==> src/rtl/sw_link_pkg.sv <==
package sw_link_pkg;

  // display positions, in scan order
  localparam logic [1:0] POS_TENS   = 2'd0;
  localparam logic [1:0] POS_SECS   = 2'd1;
  localparam logic [1:0] POS_TENTHS = 2'd2;
  localparam logic [1:0] POS_HUNDS  = 2'd3;

  typedef struct packed {
    logic       capture;  // latch the bus into the slot's register
    logic [1:0] slot;     // arrival slot pointer
    logic       run;      // counting-clock timer enabled
    logic [1:0] scanPos;  // display position being shown
  } ctrl_s;

  // arrival slot -> display position
  function automatic logic [1:0] slotToPos(input logic [1:0] slot);
    case (slot)
      2'd0:    slotToPos = POS_SECS;
      2'd1:    slotToPos = POS_TENS;
      2'd2:    slotToPos = POS_HUNDS;
      default: slotToPos = POS_TENTHS;
    endcase
  endfunction

  // display position -> code in the top two bits of the display word
  function automatic logic [1:0] posCode(input logic [1:0] pos);
    case (pos)
      POS_TENS:   posCode = 2'b01;
      POS_SECS:   posCode = 2'b10;
      POS_TENTHS: posCode = 2'b11;
      default:    posCode = 2'b00;
    endcase
  endfunction

endpackage

==> src/rtl/sw_sync_fall.sv <==
module sw_sync_fall #(
  parameter int STAGES = 2
) (
  input  logic clk,
  input  logic rstN,
  input  logic din,
  output logic fall
);
  logic [STAGES-1:0] pipeQ;
  logic              prevQ;

  always_ff @(posedge clk or negedge rstN) begin
    if (!rstN) begin
      pipeQ <= '1;
      prevQ <= 1'b1;
    end else begin
      pipeQ <= {pipeQ[STAGES-2:0], din};
      prevQ <= pipeQ[STAGES-1];
    end
  end

  assign fall = prevQ & ~pipeQ[STAGES-1];

  a_r1_single_fall: assert property (@(posedge clk) disable iff (!rstN)
    fall |=> !fall);
endmodule

==> src/rtl/sw_link_ctrl.sv <==
module sw_link_ctrl
  import sw_link_pkg::*;
#(
  parameter int SYNC_STAGES = 2,
  parameter int RST_HOLD    = 4
) (
  input  logic  clk,
  input  logic  rstN,
  input  logic  rtsN,
  input  logic  btnN,
  input  logic  scanTick,
  output ctrl_s ctl,
  output logic  ackOut,
  output logic  cntReset
);
  localparam int RCW = $clog2(RST_HOLD + 1);

  logic           rtsFall, btnFall;
  logic [1:0]     slotQ, scanQ;
  logic           runQ, ackQ;
  logic [RCW-1:0] rstCntQ;

  sw_sync_fall #(.STAGES(SYNC_STAGES)) uRtsSync (
    .clk(clk), .rstN(rstN), .din(rtsN), .fall(rtsFall));
  sw_sync_fall #(.STAGES(SYNC_STAGES)) uBtnSync (
    .clk(clk), .rstN(rstN), .din(btnN), .fall(btnFall));

  always_ff @(posedge clk or negedge rstN) begin
    if (!rstN) begin
      slotQ   <= 2'd0;
      scanQ   <= POS_TENS;
      runQ    <= 1'b1;
      ackQ    <= 1'b0;
      rstCntQ <= RCW'(RST_HOLD);
    end else begin
      ackQ <= rtsFall;
      if (rtsFall) slotQ <= slotQ + 2'd1;
      if (btnFall) runQ <= ~runQ;
      if (scanTick) scanQ <= scanQ + 2'd1;
      if (rstCntQ != '0) rstCntQ <= rstCntQ - RCW'(1);
    end
  end

  always_comb begin
    ctl.capture = rtsFall;
    ctl.slot    = slotQ;
    ctl.run     = runQ;
    ctl.scanPos = scanQ;
  end

  assign ackOut   = ackQ;
  assign cntReset = (rstCntQ != '0);

  a_r3_ack_one_cycle: assert property (@(posedge clk) disable iff (!rstN)
    ackOut |=> !ackOut);
  a_r3_ack_follows_capture: assert property (@(posedge clk) disable iff (!rstN)
    rtsFall |=> ackOut);
  a_r2_slot_wrap: assert property (@(posedge clk) disable iff (!rstN)
    (rtsFall && slotQ == 2'd3) |=> slotQ == 2'd0);
  a_r5_scan_hold: assert property (@(posedge clk) disable iff (!rstN)
    !scanTick |=> $stable(scanQ));
  a_r7_run_toggle: assert property (@(posedge clk) disable iff (!rstN)
    btnFall |=> runQ != $past(runQ));
endmodule

==> src/rtl/sw_link_datapath.sv <==
module sw_link_datapath
  import sw_link_pkg::*;
#(
  parameter int RELOAD = 2304
) (
  input  logic       clk,
  input  logic       rstN,
  input  ctrl_s      ctl,
  input  logic [7:0] digitBus,
  output logic [7:0] dispWord,
  output logic       cntClk
);
  localparam int TW = $clog2(RELOAD);

  logic [3:0]    digitQ [4];
  logic [TW-1:0] timerQ;
  logic          clkQ;
  logic [1:0]    capPos;

  assign capPos = slotToPos(ctl.slot);

  for (genvar g = 0; g < 4; g++) begin : gDigit
    always_ff @(posedge clk or negedge rstN) begin
      if (!rstN)
        digitQ[g] <= 4'd0;
      else if (ctl.capture && capPos == 2'(g))
        digitQ[g] <= digitBus[3:0];
    end
  end

  always_ff @(posedge clk or negedge rstN) begin
    if (!rstN) begin
      timerQ <= '0;
      clkQ   <= 1'b0;
    end else if (ctl.run) begin
      if (timerQ == TW'(RELOAD - 1)) begin
        timerQ <= '0;
        clkQ   <= ~clkQ;
      end else begin
        timerQ <= timerQ + TW'(1);
      end
    end
  end

  assign cntClk   = clkQ;
  assign dispWord = {posCode(ctl.scanPos), 2'b00, digitQ[ctl.scanPos]};

  a_r7_clk_hold: assert property (@(posedge clk) disable iff (!rstN)
    !ctl.run |=> $stable(cntClk));
  a_r7_timer_hold: assert property (@(posedge clk) disable iff (!rstN)
    !ctl.run |=> $stable(timerQ));
  a_r6_timer_bound: assert property (@(posedge clk) disable iff (!rstN)
    timerQ < TW'(RELOAD));
  a_r4_pad_zero: assert property (@(posedge clk) disable iff (!rstN)
    dispWord[5:4] == 2'b00);
endmodule

==> src/rtl/sw_digit_link.sv <==
module sw_digit_link
  import sw_link_pkg::*;
#(
  parameter int RELOAD      = 2304,
  parameter int SYNC_STAGES = 2,
  parameter int RST_HOLD    = 4
) (
  input  logic       clk,
  input  logic       rstN,
  input  logic [7:0] digitBus,
  input  logic       rtsN,
  input  logic       btnN,
  input  logic       scanTick,
  output logic       ackOut,
  output logic       cntClk,
  output logic       cntReset,
  output logic [7:0] dispWord
);
  ctrl_s ctl;

  sw_link_ctrl #(.SYNC_STAGES(SYNC_STAGES), .RST_HOLD(RST_HOLD)) uCtrl (
    .clk(clk), .rstN(rstN), .rtsN(rtsN), .btnN(btnN), .scanTick(scanTick),
    .ctl(ctl), .ackOut(ackOut), .cntReset(cntReset));

  sw_link_datapath #(.RELOAD(RELOAD)) uData (
    .clk(clk), .rstN(rstN), .ctl(ctl), .digitBus(digitBus),
    .dispWord(dispWord), .cntClk(cntClk));
endmodule

==> config.mk <==
export PLATFORM = sky130hd
export DESIGN_NAME = sw_digit_link
export DESIGN_NICKNAME = d
export VERILOG_FILES = /design/src/rtl/sw_link_pkg.sv /design/src/rtl/sw_sync_fall.sv /design/src/rtl/sw_link_ctrl.sv /design/src/rtl/sw_link_datapath.sv /design/src/rtl/sw_digit_link.sv
export SDC_FILE = /design/constraint.sdc
export NUM_CORES = 1
export LEC_CHECK = 0
export CAP_MARGIN = 25
export CORE_MARGIN = 4
export CORE_UTILIZATION = 40
export DETAILED_ROUTE_END_ITERATION = 7
export DONT_BUFFER_PORTS = 1
export HOLD_SLACK_MARGIN = 0.03
export PLACE_DENSITY = 0.6
export SYNTH_ARGS = -nofsm -noshare
export SYNTH_HDL_FRONTEND = slang
export SYNTH_HIERARCHICAL = 1
export SYNTH_SLANG_ARGS = --single-unit
==> constraint.sdc <==
create_clock -name clk -period 1.7 [get_ports clk]
set_clock_uncertainty 0.05 [all_clocks]
set_input_delay 0.34 -clock clk [delete_from_list [all_inputs] [get_ports clk]]
set_output_delay 0.34 -clock clk [all_outputs]
set_load 0.05 [all_outputs]
==> reports/qor.csv, run 1 <==
metric;value;unit
outcome;complete, but fails checks;
violations in the final reports;negative setup slack;
max-cap check violation count;0;
Largest delay share family, worst path;multiplexers;
detailed-route wire length per cell;13.8;microns
nature of the critical path endpoint;output pin;
Leakage;0.968;nW
cell area after synthesis;1980;sq um
routed vias;1128;
unrepaired setup endpoints after global routing;yes;
iteration count of the initial detailed-routing pass;4;
Post-CTS Setup Repair Bufs;0;
required time at the endpoint of the critical path;1.31;ns
via count of the first global-routing pass;1173;
overall fraction of global-route tracks in use;11.9;%
Yosys warning total;6;
y dimension of the die;78.3;microns
startpoint type of the worst setup path;flop;
routed wire length;3190;microns
antenna cell count;0;
number of antenna violations at the first check in global routing;0;
worst setup margin;-0.168;ns
synthesis-stage register bit count;44;
overall die width;78.3;microns
number of pins exceeding their max-slew limit in the final report;0;
worst setup slack before clock tree synthesis;0.0754;ns
final period demand of the worst path;1.87;ns
worst-skew pair later-pin latency;0.29;ns
worst vdd ir;883;uV
count of flip-flops with a built-in enable after synthesis;0;
DRT iter0 DRCs;49;
final-layout setup total negative slack;-0.778;ns
root buffer selected by CTS;sky130_fd_sc_hd__clkbuf_8;
Power Density;1810;nW/um^2
Synth-to-Final Area Change;14.1;%
number of levels the H-tree was split into;2;
number of standard-cell rows in the floorplan;25;
TritonCTS clock tree;built;
# nets final;183;
signal arrival time at the worst endpoint;1.48;ns
half-perimeter wire length after detailed placement;2280;microns
setup violation total in the final timing report;5;
residual DRC count;0;
cells after synthesis;152;
vias per inst;4.86;
PnR Total Power;4.10;mW
Critical Path Fanout Max;6;
Finished Core Util;47.5;%
layout cell share with drive strength beyond 1;33.3;%
part of the cycle the worst path needs;110;%
total of buffers placed on input and output ports;0;
final non-filler cell area;2260;sq um
floorplan die area;6140;sq um
leftover overflow at the end of global routing;0;
Tightest Hold Check Type;primary input to flop;
clock buffers created by TritonCTS;5;
biggest cell delay along the critical path;0.70;ns
share of synthesized area occupied by flip-flops and latches;56.1;%
Clock transition at path regs;0.09;ns
number of buffers on the longest clock path;2;
Critical path buffers and inverters;0;
Syn Area/Cell;13.0;sq um
antenna-violating nets left;0;
fmax;535;MHz
share of synthesized registers carrying an async set or reset;100;%
initial core utilization;41.6;%
list of cells traversed by the critical path;mux4_2;
most frequently used flop master after synthesis;sky130_fd_sc_hd__dfrtp_1;
Final GP Congestion;0.796;
pin count of the biggest net entering global routing;45;
clock sink count;44;
unique cell type count in the Yosys netlist;38;
I/O pin count;24;
WS Path Type;flop to output pin;
worst-path cell with the longest stage delay;sky130_fd_sc_hd__mux4_2;
wire length of the first global-routing pass;5640;microns
Placed Area;2110;sq um
final number of hold-violating endpoints;0;
placeable core region;4750;sq um
-- cells in the mapped netlist (3+ instances only) --
| master | number | area (sq um) |
|---|---|---|
| sky130_fd_sc_hd__mux4_2 | 4 | 90.1 |
| sky130_fd_sc_hd__buf_4 | 4 | 30.0 |
| sky130_fd_sc_hd__xnor2_1 | 7 | 61.3 |
| sky130_fd_sc_hd__nand2_1 | 10 | 37.5 |
| sky130_fd_sc_hd__dfstp_2 | 8 | 210 |
| sky130_fd_sc_hd__dfrtp_1 | 36 | 901 |
| sky130_fd_sc_hd__xor2_1 | 6 | 52.6 |
| sky130_fd_sc_hd__ha_1 | 6 | 75.1 |
| sky130_fd_sc_hd__nand2b_1 | 3 | 18.8 |
| sky130_fd_sc_hd__nand3_1 | 5 | 25.0 |
| sky130_fd_sc_hd__mux2_2 | 16 | 180 |
| sky130_fd_sc_hd__inv_1 | 7 | 26.3 |
| sky130_fd_sc_hd__nor2_1 | 10 | 37.5 |
-- per-layer routing --
metal	vias up	part of all wire [%]	track usage (%)
met1	558	45	15.3
met2	25	49	18.3
li1	540	-	-
met5	-	0	0
met3	5	4.3	3.78
met4	0	1.7	5.77
-- layout by cell type, fill, tap and decap left out, drive strengths merged, types with 4 or more instances in the layout --
master,synthesis,routed
buf,5,7
clkbuf,1,6
dfrtp,36,36
dfstp,8,8
ha,6,6
inv,7,7
mux2,16,16
mux4,4,4
nand2,10,10
nand2b,4,4
nand3,5,5
nor2,10,10
xnor2,7,7
xor2,6,6
-- timing repair --
action,in CTS,in global routing
endpoints found under the setup margin,6,7
gates resized for setup,3,2
hold buffers,4,0
endpoints found under the hold margin,46,0
pin swaps,1,0
-- metrics by stage --
stage,hold slack [ns],instances
floorplan,-0.00559,153
global placement,-0.00455,220
finish,0.0681,232
CTS,0.0592,232
detailed placement,-0.00418,220
global route,0.0460,232
-- kinds of logic after synthesis --
logic type      count (synthesis)  share of synthesized area, %
compound gates                  9                          3.16
other cells                     1                         0.189
flops                          44                          56.1
xor+xnor                       13                          5.75
simple gates                   44                          13.0
fa+ha+maj                       6                          3.79
mux                            22                          14.7
buf+inv                        13                          3.29
-- path summary, 6_finish.rpt --
| kind | slack (ns) | from | cells past startpoint | endpoint |
|---|---|---|---|---|
| setup / recovery | -0.17 | uCtrl/scanQ[0]$_DFFE_PN0P_ | 1 | dispWord[1] |
| hold / removal | 0.07 | scanTick | 1 | uCtrl/scanQ[0]$_DFFE_PN0P_ |
| setup reg to reg | 0.09 | uData/timerQ[10]$_DFFE_PN0P_ | 3 | uData/timerQ[3]$_DFFE_PN0P_ |
| hold reg to reg | 0.31 | uCtrl/uBtnSync/pipeQ[0]$_DFF_PN1_ | 0 | uCtrl/uBtnSync/pipeQ[1]$_DFF_PN1_ |
| max in group asynchronous | 0.86 | rstN | 2 | uCtrl/uBtnSync/pipeQ[1]$_DFF_PN1_ |
| min in group asynchronous | 0.44 | rstN | 2 | uCtrl/scanQ[1]$_DFFE_PN0P_ |
-- power breakdown --
| part | switching, mW | internal (mW) |
|---|---|---|
| Clock | 0.337 | 0.287 |
| Sequential | 0.356 | 1.42 |
| Combinational | 0.934 | 0.764 |
-- sequential cells by signal, summed over array words and instances (netlist names) --
| name | flops |
|---|---|
| uCtrl/slotQ | 2 |
| uData/cntClk | 1 |
| uCtrl/uRtsSync/prevQ | 1 |
| uData/timerQ | 12 |
| uCtrl/rstCntQ | 3 |
| uCtrl/uBtnSync/pipeQ | 2 |
| uCtrl/scanQ | 2 |
| uCtrl/uRtsSync/pipeQ | 2 |
| uCtrl/runQ | 1 |
| uCtrl/ackOut | 1 |
| uCtrl/uBtnSync/prevQ | 1 |
| uData/digitQ | 16 |
-- final cells by class --
class,instances,area (sq um)
Clock buffer,6,72.6
Multi-Input combinational cell,96,830
Tap cell,67,83.8
Sequential cell,44,1110
Timing Repair Buffer,10,120
Fill cell,457,2500
Clock inverter,2,12.5
Inverter,7,26.3
No activity file was read; power rests on OpenSTA's default activity.
==> run 2, diff against run 1 <==
--- a/config.mk
+++ b/config.mk
@@ -6,12 +6,12 @@
 export NUM_CORES = 1
 export LEC_CHECK = 0
 export CAP_MARGIN = 25
-export CORE_MARGIN = 4
-export CORE_UTILIZATION = 40
+export CORE_UTILIZATION = 38
+export CTS_CLUSTER_SIZE = 12
 export DETAILED_ROUTE_END_ITERATION = 7
 export DONT_BUFFER_PORTS = 1
 export HOLD_SLACK_MARGIN = 0.03
-export PLACE_DENSITY = 0.6
+export PLACE_DENSITY = 0.58
 export SYNTH_ARGS = -nofsm -noshare
 export SYNTH_HDL_FRONTEND = slang
 export SYNTH_HIERARCHICAL = 1
==> reports/qor.csv, run 2 (same netlist as run 1, synthesis figures left out) <==
metric;value;unit;change
most frequent standard cell in the layout excluding fill and tap cells;sky130_fd_sc_hd__dfrtp_1;;
detailed-route wire length per cell;13.6;microns;-0.83%
commonest cells after routing, fill and taps aside;sky130_fd_sc_hd__dfrtp_1 (34), sky130_fd_sc_hd__mux2_2 (16), sky130_fd_sc_hd__nand2_1 (10);;
via count of the first global-routing pass;1209;;+3.1%
wire length of the first global-routing pass;5340;microns;-5.3%
Placed Area;2100;sq um;-0.36%
I/O pin count;24;;unchanged
# nets final;182;;-0.55%
residual DRC count;0;;unchanged
iteration count of the initial detailed-routing pass;4;;unchanged
Final GP Congestion;0.775;;-2.6%
largest registers;uData/digitQ: 16 flops, uData/timerQ: 12 flops, uCtrl/rstCntQ: 3 flops;;
unrepaired setup endpoints after global routing;yes;;
final number of hold-violating endpoints;0;;unchanged
total of buffers placed on input and output ports;0;;unchanged
number of levels the H-tree was split into;2;;unchanged
capture instance of the worst register-to-register path;uData/cntClk$_DFFE_PN0P_;;
half-perimeter wire length after detailed placement;2250;microns;-1.1%
setup violation total in the final timing report;5;;unchanged
part of the cycle the worst path needs;108;%;-2.2 points
PnR Total Power;4.26;mW;+3.9%
final period demand of the worst path;1.83;ns;-0.0366 ns
number of antenna violations at the first check in global routing;0;;unchanged
Critical path buffers and inverters;0;;unchanged
leftover overflow at the end of global routing;0;;unchanged
worst-skew pair later-pin latency;0.29;ns;about the same
# fillers;453;;-0.88%
signal arrival time at the worst endpoint;1.44;ns;-0.04 ns
flip-flop count of the largest register, all copies and words added;16;;unchanged
list of cells traversed by the critical path;mux4_2;;
nature of the critical path endpoint;output pin;;
Critical Path Fanout Max;6;;unchanged
layout cell share with drive strength beyond 1;34.1;%;+0.81 points
WS Path Type;flop to output pin;;
antenna cell count;0;;unchanged
worst setup margin;-0.132;ns;+0.0366 ns
fmax;546;MHz;+2.0%
Worst Hold End;uCtrl/scanQ[0]$_DFFE_PN0P_;;
number of buffers on the longest clock path;2;;unchanged
required time at the endpoint of the critical path;1.31;ns;about the same
floorplan die area;5500;sq um;-10%
Tightest Hold Check Type;primary input to flop;;
register ranked first by flip-flop count;uData/digitQ;;
clock sink count;44;;unchanged
overall fraction of global-route tracks in use;12.8;%;+0.89 points
Clock transition at path regs;0.08;ns;about the same
routed wire length;3150;microns;-1.3%
cell depth of the worst flop-to-flop path;4;;+1
initial core utilization;40.6;%;-1.1 points
vias per inst;4.90;;+0.88%
outcome;complete, but fails checks;;
startpoint type of the worst setup path;flop;;
placeable core region;4880;sq um;+2.6%
min-delay src;scanTick;;
y dimension of the die;74.2;microns;-5.3%
clock buffers created by TritonCTS;5;;unchanged
worst vdd ir;739;uV;-16%
biggest cell delay along the critical path;0.69;ns;about the same
overall die width;74.2;microns;-5.3%
number of pins exceeding their max-slew limit in the final report;0;;unchanged
Synth-to-Final Area Change;15.8;%;
violations in the final reports;negative setup slack;;
origin of the critical flop-to-flop path;uCtrl/runQ$_DFFE_PN1P_;;
worst-path cell with the longest stage delay;sky130_fd_sc_hd__mux4_2;;
root buffer selected by CTS;sky130_fd_sc_hd__clkbuf_8;;
routed vias;1133;;+0.44%
DRT iter0 DRCs;38;;-22%
Largest delay share family, worst path;multiplexers;;
Leakage;0.977;nW;+0.97%
number of standard-cell rows in the floorplan;25;;unchanged
TritonCTS clock tree;built;;
Post-CTS Setup Repair Bufs;0;;unchanged
Power Density;1860;nW/um^2;+2.4%
antenna-violating nets left;0;;unchanged
cell depth of the worst min-delay path;1;;unchanged
final non-filler cell area;2290;sq um;+1.5%
max-cap check violation count;0;;unchanged
R2R Setup Slk;0.11;ns;+0.02 ns
pin count of the biggest net entering global routing;45;;unchanged
[run 2: cell types whose count changed in the layout (fill, tap and decap cells not counted)]
cell	delta
sky130_fd_sc_hd__buf_4	-1
sky130_fd_sc_hd__bufinv_16	+1
sky130_fd_sc_hd__clkbuf_1	-1
sky130_fd_sc_hd__clkinv_2	-1
sky130_fd_sc_hd__inv_1	+1
sky130_fd_sc_hd__inv_2	-1
sky130_fd_sc_hd__inv_6	+1
sky130_fd_sc_hd__nor3_1	-1
sky130_fd_sc_hd__nor3_2	+1
sky130_fd_sc_hd__nor4_1	-1
sky130_fd_sc_hd__nor4_2	+1
[run 2: final cells by class]
class,instances,area [sq um],share of cell area (%)
clock buffers,5,68.8,3.00
clock inverters,3,46.3,2.02
inverters,7,26.3,1.15
multi-input cells,96,841,36.7
flip-flops and latches,44,1110,48.6
well taps,67,83.8,3.66
repair buffers,9,113,4.91
[run 2: how the worst max path moves through the flow]
stage | from | to | slack [ns] | depth (start not counted)
after floorplan | uCtrl/scanQ[0]$_DFFE_PN0P_ | dispWord[0] | 0.07 | 2
after global placement | uCtrl/scanQ[0]$_DFFE_PN0P_ | dispWord[2] | 0.09 | 1
after detailed placement | uCtrl/scanQ[0]$_DFFE_PN0P_ | dispWord[3] | 0.08 | 1
after CTS | uCtrl/scanQ[0]$_DFFE_PN0P_ | dispWord[3] | -0.16 | 1
after global routing | uCtrl/scanQ[0]$_DFFE_PN0P_ | dispWord[3] | -0.20 | 1
final | uCtrl/scanQ[0]$_DFFE_PN0P_ | dispWord[3] | -0.13 | 1
[run 2: repair_timing]
item / CTS / global route
hold endpoints to repair: 46 / 0
hold buffers: 4 / 0
setup endpoints to repair: 6 / 9
gates resized for setup: 3 / 3
pin swaps: 1 / 0
[run 2: stage by stage]
step / cells / setup slack (ns) / utilization, % / TNS, ns / hold WS [ns]
after floorplan: 153 / 0.0659 / - / 0 / -0.00559
after global routing: 231 / -0.196 / 47.0 / -1.01 / 0.0654
after detailed placement: 219 / 0.0823 / 43.0 / 0 / -0.00413
final: 231 / -0.132 / 47.0 / -0.613 / 0.0730
after CTS: 231 / -0.161 / 46.7 / -0.763 / 0.0606
after global placement: 219 / 0.0912 / 43.0 / 0 / -0.00374
[run 2: per-layer routing]
metal | up-vias | track usage [%] | wire length [microns]
li1 | 542 | - | -
met5 | - | 0 | 0
met3 | 4 | 3.25 | 121
met4 | 0 | 5.13 | 31
met1 | 565 | 15.1 | 1360
met2 | 22 | 22.4 | 1640
[run 2: power breakdown]
| group | internal [mW] | leakage [nW] | switching, mW |
|---|---|---|---|
| registers | 1.42 | 0.525 | 0.357 |
| logic | 0.759 | 0.397 | 0.925 |
| clock network | 0.442 | 0.0548 | 0.357 |
| total | 2.62 | 0.977 | 1.64 |
